### src/rtl/pktResponderPkg.sv
package pktResponderPkg;

  localparam logic [1:0] KIND_ENQ  = 2'b00;
  localparam logic [1:0] KIND_DATA = 2'b01;

  typedef enum logic {
    ST_IDLE = 1'b0,
    ST_WAIT = 1'b1
  } armStateE;

  typedef struct packed {
    logic sendReply;
    logic replyAck;
    logic accept;
  } ctrlStrobesT;

endpackage

### src/rtl/pktResponderCtrl.sv
module pktResponderCtrl
  import pktResponderPkg::*;
#(
  parameter int ID_W = 8
) (
  input  logic            clk,
  input  logic            rstN,
  input  logic [ID_W-1:0] nodeId,
  input  logic            frameValid,
  input  logic [1:0]      frameKind,
  input  logic [ID_W-1:0] frameDest,
  input  logic            crcValid,
  input  logic            crcOk,
  input  logic            rxEnabled,
  output ctrlStrobesT     strobes
);

  armStateE state, nextState;
  logic destHit, enqHit, armHit, crcEval, goodPkt;

  always_comb begin
    destHit = frameValid && (frameDest == nodeId);
    enqHit  = destHit && (frameKind == KIND_ENQ);
    armHit  = destHit && (frameKind == KIND_DATA) && rxEnabled;
    crcEval = crcValid && (state == ST_WAIT);
    goodPkt = crcEval && crcOk;
  end

  // A good packet's reply takes precedence over a coincident enquiry.
  always_comb begin
    strobes.sendReply = enqHit || goodPkt;
    strobes.replyAck  = goodPkt || (enqHit && rxEnabled);
    strobes.accept    = goodPkt;
  end

  always_comb begin
    nextState = state;
    if (armHit)       nextState = ST_WAIT;
    else if (crcEval) nextState = ST_IDLE;
  end

  always_ff @(posedge clk) begin
    if (!rstN) state <= ST_IDLE;
    else       state <= nextState;
  end

  AST_ARM_NEEDS_ENABLE: assert property (@(posedge clk) disable iff (!rstN)
    $rose(state == ST_WAIT) |-> ($past(rxEnabled) && $past(frameValid)))
    else $error("armed without an enabled receiver");

  AST_ACCEPT_ONLY_WHEN_ARMED: assert property (@(posedge clk) disable iff (!rstN)
    strobes.accept |-> (state == ST_WAIT))
    else $error("packet accepted while not armed");

endmodule

### src/rtl/pktResponderData.sv
module pktResponderData
  import pktResponderPkg::*;
(
  input  logic        clk,
  input  logic        rstN,
  input  ctrlStrobesT strobes,
  input  logic        hostEnable,
  input  logic        hostDisable,
  input  logic        irqMask,
  output logic        replyReq,
  output logic        replyAck,
  output logic        rxEnabled,
  output logic        rxDone,
  output logic        irq
);

  always_ff @(posedge clk) begin
    if (!rstN) begin
      replyReq <= 1'b0;
      replyAck <= 1'b0;
    end else begin
      replyReq <= strobes.sendReply;
      replyAck <= strobes.sendReply && strobes.replyAck;
    end
  end

  always_ff @(posedge clk) begin
    if (!rstN) begin
      rxEnabled <= 1'b0;
      rxDone    <= 1'b0;
    end else if (strobes.accept) begin
      rxEnabled <= 1'b0;
      rxDone    <= 1'b1;
    end else begin
      if (hostDisable)     rxEnabled <= 1'b0;
      else if (hostEnable) rxEnabled <= 1'b1;
      if (hostEnable)      rxDone    <= 1'b0;
    end
  end

  always_comb irq = rxDone && irqMask;

  AST_NAK_ONLY_IF_INHIBITED: assert property (@(posedge clk) disable iff (!rstN)
    (replyReq && !replyAck) |-> !$past(rxEnabled))
    else $error("negative reply while receiver open");

  AST_ACCEPT_CLOSES_RX: assert property (@(posedge clk) disable iff (!rstN)
    strobes.accept |=> (!rxEnabled && replyReq && replyAck))
    else $error("accept did not close receiver");

  AST_ACCEPT_SETS_DONE: assert property (@(posedge clk) disable iff (!rstN)
    strobes.accept |=> rxDone)
    else $error("accept did not set rxDone");

  AST_DONE_HELD: assert property (@(posedge clk) disable iff (!rstN)
    (rxDone && !hostEnable) |=> rxDone)
    else $error("rxDone dropped without host enable");

endmodule

### src/rtl/pktResponder.sv
module pktResponder
  import pktResponderPkg::*;
#(
  parameter int ID_W = 8
) (
  input  logic            clk,
  input  logic            rstN,
  input  logic [ID_W-1:0] nodeId,
  input  logic            frameValid,
  input  logic [1:0]      frameKind,
  input  logic [ID_W-1:0] frameDest,
  input  logic            crcValid,
  input  logic            crcOk,
  input  logic            hostEnable,
  input  logic            hostDisable,
  input  logic            irqMask,
  output logic            replyReq,
  output logic            replyAck,
  output logic            rxEnabled,
  output logic            rxDone,
  output logic            irq
);

  ctrlStrobesT strobes;

  pktResponderCtrl #(.ID_W(ID_W)) u_ctrl (
    .clk        (clk),
    .rstN       (rstN),
    .nodeId     (nodeId),
    .frameValid (frameValid),
    .frameKind  (frameKind),
    .frameDest  (frameDest),
    .crcValid   (crcValid),
    .crcOk      (crcOk),
    .rxEnabled  (rxEnabled),
    .strobes    (strobes)
  );

  pktResponderData u_data (
    .clk         (clk),
    .rstN        (rstN),
    .strobes     (strobes),
    .hostEnable  (hostEnable),
    .hostDisable (hostDisable),
    .irqMask     (irqMask),
    .replyReq    (replyReq),
    .replyAck    (replyAck),
    .rxEnabled   (rxEnabled),
    .rxDone      (rxDone),
    .irq         (irq)
  );

  AST_FOREIGN_SILENT: assert property (@(posedge clk) disable iff (!rstN)
    (frameValid && (frameDest != nodeId) && !crcValid) |=> !replyReq)
    else $error("reply to a foreign frame");

endmodule

### config.mk
export PLATFORM = sky130hd
export DESIGN_NAME = pktResponder
export DESIGN_NICKNAME = d
export VERILOG_FILES = /design/src/rtl/pktResponderPkg.sv /design/src/rtl/pktResponderCtrl.sv /design/src/rtl/pktResponderData.sv /design/src/rtl/pktResponder.sv
export SDC_FILE = /design/constraint.sdc
export NUM_CORES = 1
export LEC_CHECK = 0
export ABC_CLOCK_PERIOD_IN_PS = 1100
export CAP_MARGIN = 40
export CELL_PAD_IN_SITES_DETAIL_PLACEMENT = 0
export CELL_PAD_IN_SITES_GLOBAL_PLACEMENT = 1
export CORE_MARGIN = 1
export CORE_UTILIZATION = 16
export DETAILED_ROUTE_END_ITERATION = 12
export PLACE_DENSITY_LB_ADDON = 0.15
export SETUP_SLACK_MARGIN = 0.15
export SLEW_MARGIN = 5
export SYNTH_ARGS = -nofsm -noshare
export SYNTH_HDL_FRONTEND = slang
export SYNTH_SLANG_ARGS = --single-unit
### constraint.sdc
create_clock -name clk -period 1.1 [get_ports clk]
set_input_delay 0.22 -clock clk [delete_from_list [all_inputs] [get_ports clk]]
set_output_delay 0.22 -clock clk [all_outputs]
set_load 0.005 [all_outputs]
Word-level counts from Yosys, hierarchy flattened

Index checks and enable logic that the tools add are counted.

Bits in registers: 5
Output and inout bits: 5
Word-level logic and storage cells: 27

Equality and inequality tests: 2
Muxes and demuxes: 4
Bitwise operators: 1
Reductions and logical operators: 15

Operators with widths:

| kind                                          | number |
|---|---|
| logical AND 1 bit                             | 9 |
| == test 8 bit                                 | 1 |
| two-way mux 1 bit                             | 4 |
| nonzero test 2 bit                            | 2 |
| OR reduction 3 bit                            | 1 |
| == test 2 x 1 -> 1 bit, second input constant | 1 |
| zero test 2 bit                               | 1 |
| logical OR 1 bit                              | 2 |
| inverter 1 bit                                | 1 |

Logic depth before layout (Yosys ltp)

Word-level depth: 6
Gate-level depth with buffers: 4

Modules after synthesis

Synthesis repeated with hierarchy kept, for this count alone.

Cells, all modules: 33
Area total of the unflattened synthesis: 295.3 um^2

Modules (own cells, without submodules):

| module           | times used | cells an instance | area each (um^2) |
|---|---|---|---|
| pktResponderCtrl | 1          | 22                | 163.9 |
| pktResponderData | 1          | 11                | 131.4 |

Worst setup path before layout

No wires, ideal clock.

Path type: in2reg
From: input nodeId[5]
To: register u_data.replyAck
Library setup time: 0.069 ns
Arrival time: 0.895 ns
Data required time: 1.031 ns
Slack: 0.136 ns
Stages: 4
Buffers on the path: 0
Cell sequence: xor2_1 nor4_1 nand4_1 o21ai_1

Longest elaborated chain between the ends: 6

RTL lines:

| element               | line                   | RTL |
|---|---|---|
| start, declared       | pktResponder.sv:8      | `input logic [ID_W-1:0] nodeId,` |
| == test 8 bit (*)     | pktResponderCtrl.sv:22 | `destHit = frameValid && (frameDest == nodeId);` |
| logical AND 1 bit (*) | pktResponderCtrl.sv:22 |  |
| logical AND 1 bit (*) | pktResponderCtrl.sv:23 | `enqHit = destHit && (frameKind == KIND_ENQ);` |
| logical AND 1 bit     | pktResponderCtrl.sv:32 | `strobes.replyAck = goodPkt \|\| (enqHit && rxEnabled);` |
| logical OR 1 bit      | pktResponderCtrl.sv:32 |  |
| logical AND 1 bit (*) | pktResponderData.sv:23 | `replyAck <= strobes.sendReply && strobes.replyAck;` |
| end signal, assigned  | pktResponderData.sv:23 |  |
| end, declared         | pktResponderData.sv:11 | `output logic replyAck,` |

Every way passes the cells marked *; elsewhere a longest branch is shown, timed or not.
A chain may end at the register's enable or synchronous reset.

Worst setup path after layout

From: register u_data.rxDone
To: output irq

Longest elaborated chain between the ends: 1

RTL lines:

| element                | line                   | RTL |
|---|---|---|
| start, declared        | pktResponderData.sv:13 | `output logic rxDone,` |
| start signal, assigned | pktResponderData.sv:30 | `rxDone <= 1'b0;` |
| start signal, assigned | pktResponderData.sv:33 | `rxDone <= 1'b1;` |
| start signal, assigned | pktResponderData.sv:37 | `if (hostEnable) rxDone <= 1'b0;` |
| logical AND 1 bit      | pktResponderData.sv:41 | `always_comb irq = rxDone && irqMask;` |
| end, declared          | pktResponder.sv:21     | `output logic irq` |

No other way between the ends.

==> flow_summary.toml <==
[run_status]
status = "complete, no violations"

[worst_setup_path]
critical_path.endpoint_type = "output pin"
crit_path_start = "u_data.rxDone"
critPathMaxStageDelay_ns = 0.31
path_class = "flop to output pin"
reg2reg_from = "u_data.rxEnabled"
start_kind = "flop"
crit_fanout = 3
crit_slowest_cell = "dfxtp_2"
worstPathCellList = "and2_1, buf_2"
critPathArrivalTime_ns = 0.79
cp.required_ns = 0.88

[global_route]
gr-total-overflow = 0
grt_pass1_wl_mm = 1.26
grt_pass1_vias = 330
grt_max_degree = 5
antenna_found_initial = 0
grt.total_usage_pct = 9.69

[pwr]
irDropWorstVdd_mv = 0.508
powerDensity_nw_per_um2 = 859
p_leak_nw = 0.289

[placed_design]
gp_congestion = 0.647
pre_cts_ws_ns = -0.453
portBuffers = 30
hpwl_um = 629
placed_area_um2 = 606

[synthesis]
synth_top_area_share_pct = 37.0
ys_ff_latch = 5
async_flop_share_pct = 0
synth_top_area_cell = "dfxtp_1"
syn_inst = 30
synth_area_leaders = "dfxtp_1, xor2_1, xnor2_1"
seq_area_frac_synth_pct = 37.0
yosysWarnings = 0
synth_edf_count = 0
avgSynthCellArea_um2 = 9.01
netlist_area_um2 = 270
synth_nets = 56
synth_top_flop_cell = "dfxtp_1"
ys_types = 16

[sta]
finClkSkew_ns = 0.00337
worst_slew_pin_slew_ns = 0.216
fin_ws_ns = 0.0891
drv_slew = 0
max_freq_ghz = 0.989
fin_crit_sh_pct = 91.9
setup_viol = 0
rsz0062_at_grt = "true"
final.setup.tns_ns = 0
layout_min_cycle_time_ns = 1.01
hold_ws_ns = 0.357
finalHoldViolations = 0
max-slew-margin-rel_pct = 85.4

[routing]
routed_via_density = 4.13
wl_per_cell_um = 9.46
totalWireLength_um = 795
first_pass_iters = 4
via_count = 347
drt_iter0_drc = 4
drt_drc_violations_left = 0
drtAntennaViolNets = 0

[hold_path]
worstHoldStart = "rstN"
min_path_type = "input port to flop"

[clock_network]
numCtsBuffers = 3
clk_latency_ns = 0.24
numClockSinks = 5
h-tree-depth = 1
cts_tree = "yes"
clkTransAtPathRegs_ns = 0.04
clock-root-buffer = "clkbuf_4"
holdBufCountCts = 0
cts_buffer_depth = 2

[finish]
fill_cells = 169
final_cell_area_um2 = 608
layout-drive-gt1-share_pct = 38.2
final-seq-area_um2 = 103
synthToLayoutAreaGrowth_pct = 125
multi_input_area_um2 = 184
diodes = 0
final_nets = 95
fin_util_pct = 39.4

[die]
core_um2 = 1540
die_width_um = 43.1
die_y_um = 43.1
io_pins = 31
start_util_pct = 17.5
die_area_um2 = 1860
rows = 14

[flow_run]
cap_violations = 0
==> cell families after synthesis <==
family | synth area share [%]
simple gates | 28.2
xor+xnor | 25.9
flops | 37.0
compound gates | 8.80
==> worst max-delay path, delay by kind of cell, from the launching register on <==
kind                   cells  cell delay (ns)
AND/OR/NAND/NOR            1             0.12
flip-flops                 1             0.31
buffers and inverters      1             0.12
==> metrics by stage <==
step           cells  total power [mW]
6_report          84             0.523
5_1_grt           84             0.562
4_1_cts           83             0.536
3_5_place_dp      78             0.325
3_3_place_gp      78             0.325
2_1_floorplan     30             0.217
==> area by class of cell <==
cell class / instances / share of cell area, %
multi-input combinational: 25 / 30.2
timing repair buffer: 34 / 45.3
tap: 16 / 3.29
sequential: 5 / 16.9
clock buffer: 4 / 4.32
==> cell usage after synthesis (2+ instances only) <==
cell,instances
nand2_1,2
o21ai_1,2
xnor2_1,2
nand2b_1,2
xor2_1,6
nand4_1,2
dfxtp_1,5
==> cell usage in the layout (no fill, tap or decap) <==
cell             count
clkbuf_4             3
buf_4                2
o22ai_1              1
nor4bb_1             1
nor2_1               1
nand3_1              1
and2_1               1
buf_6                4
dlymetal6s2s_1       2
nor3_1               1
nand3b_1             1
nand2b_1             2
buf_2                9
clkbuf_1             1
xor2_1               5
dfxtp_1              3
clkbuf_2             4
o21ai_1              2
clkdlybuf4s50_1      5
xor2_2               1
a21boi_0             1
nand4_1              2
nand2_1              2
dfxtp_2              2
dlygate4sd2_1        4
clkdlybuf4s15_1      4
xnor2_1              2
nor4_2               1
==> registers in the layout, summed over array words and instances, names as in the netlist <==
name and flops:
u_ctrl.state 1, u_data.replyAck 1, u_data.rxEnabled 1, u_data.rxDone 1, u_data.replyReq 1
==> metal layers <==
metal  track usage (%)  vias to the layer above  routed length (µm)
li1                  -                      181                   -
met1              8.70                      150                 286
met2              15.8                       14                 437
met3              4.26                        2                  57
met4              9.09                        0                  14
met5                 0                        -                   0
==> path summary, 6_finish.rpt <==
check / to / slack (ns) / depth (start not counted)
worst max-delay path: irq / 0.09 / 2
worst min-delay path: u_data.rxDone / 0.36 / 3
worst max register to register: u_data.replyAck / 0.21 / 5
worst min register to register: u_data.rxDone / 0.48 / 2
==> power breakdown <==
| part | switching [mW] | internal (mW) | leakage [nW] | total, mW |
|---|---|---|---|---|
| sequential | 0.000987 | 0.184 | 0.0413 | 0.185 |
| combinational | 0.0384 | 0.0857 | 0.232 | 0.124 |
| clock | 0.0764 | 0.137 | 0.0150 | 0.214 |
| total | 0.116 | 0.407 | 0.289 | 0.523 |
==> repair_timing <==
item / in CTS / in global routing
setup buffers: 1 / 1
gates resized for setup: 59 / 14
pin swaps: 12 / 10
setup endpoints to repair: 8 / 5
No activity file was read; power rests on OpenSTA's default activity.
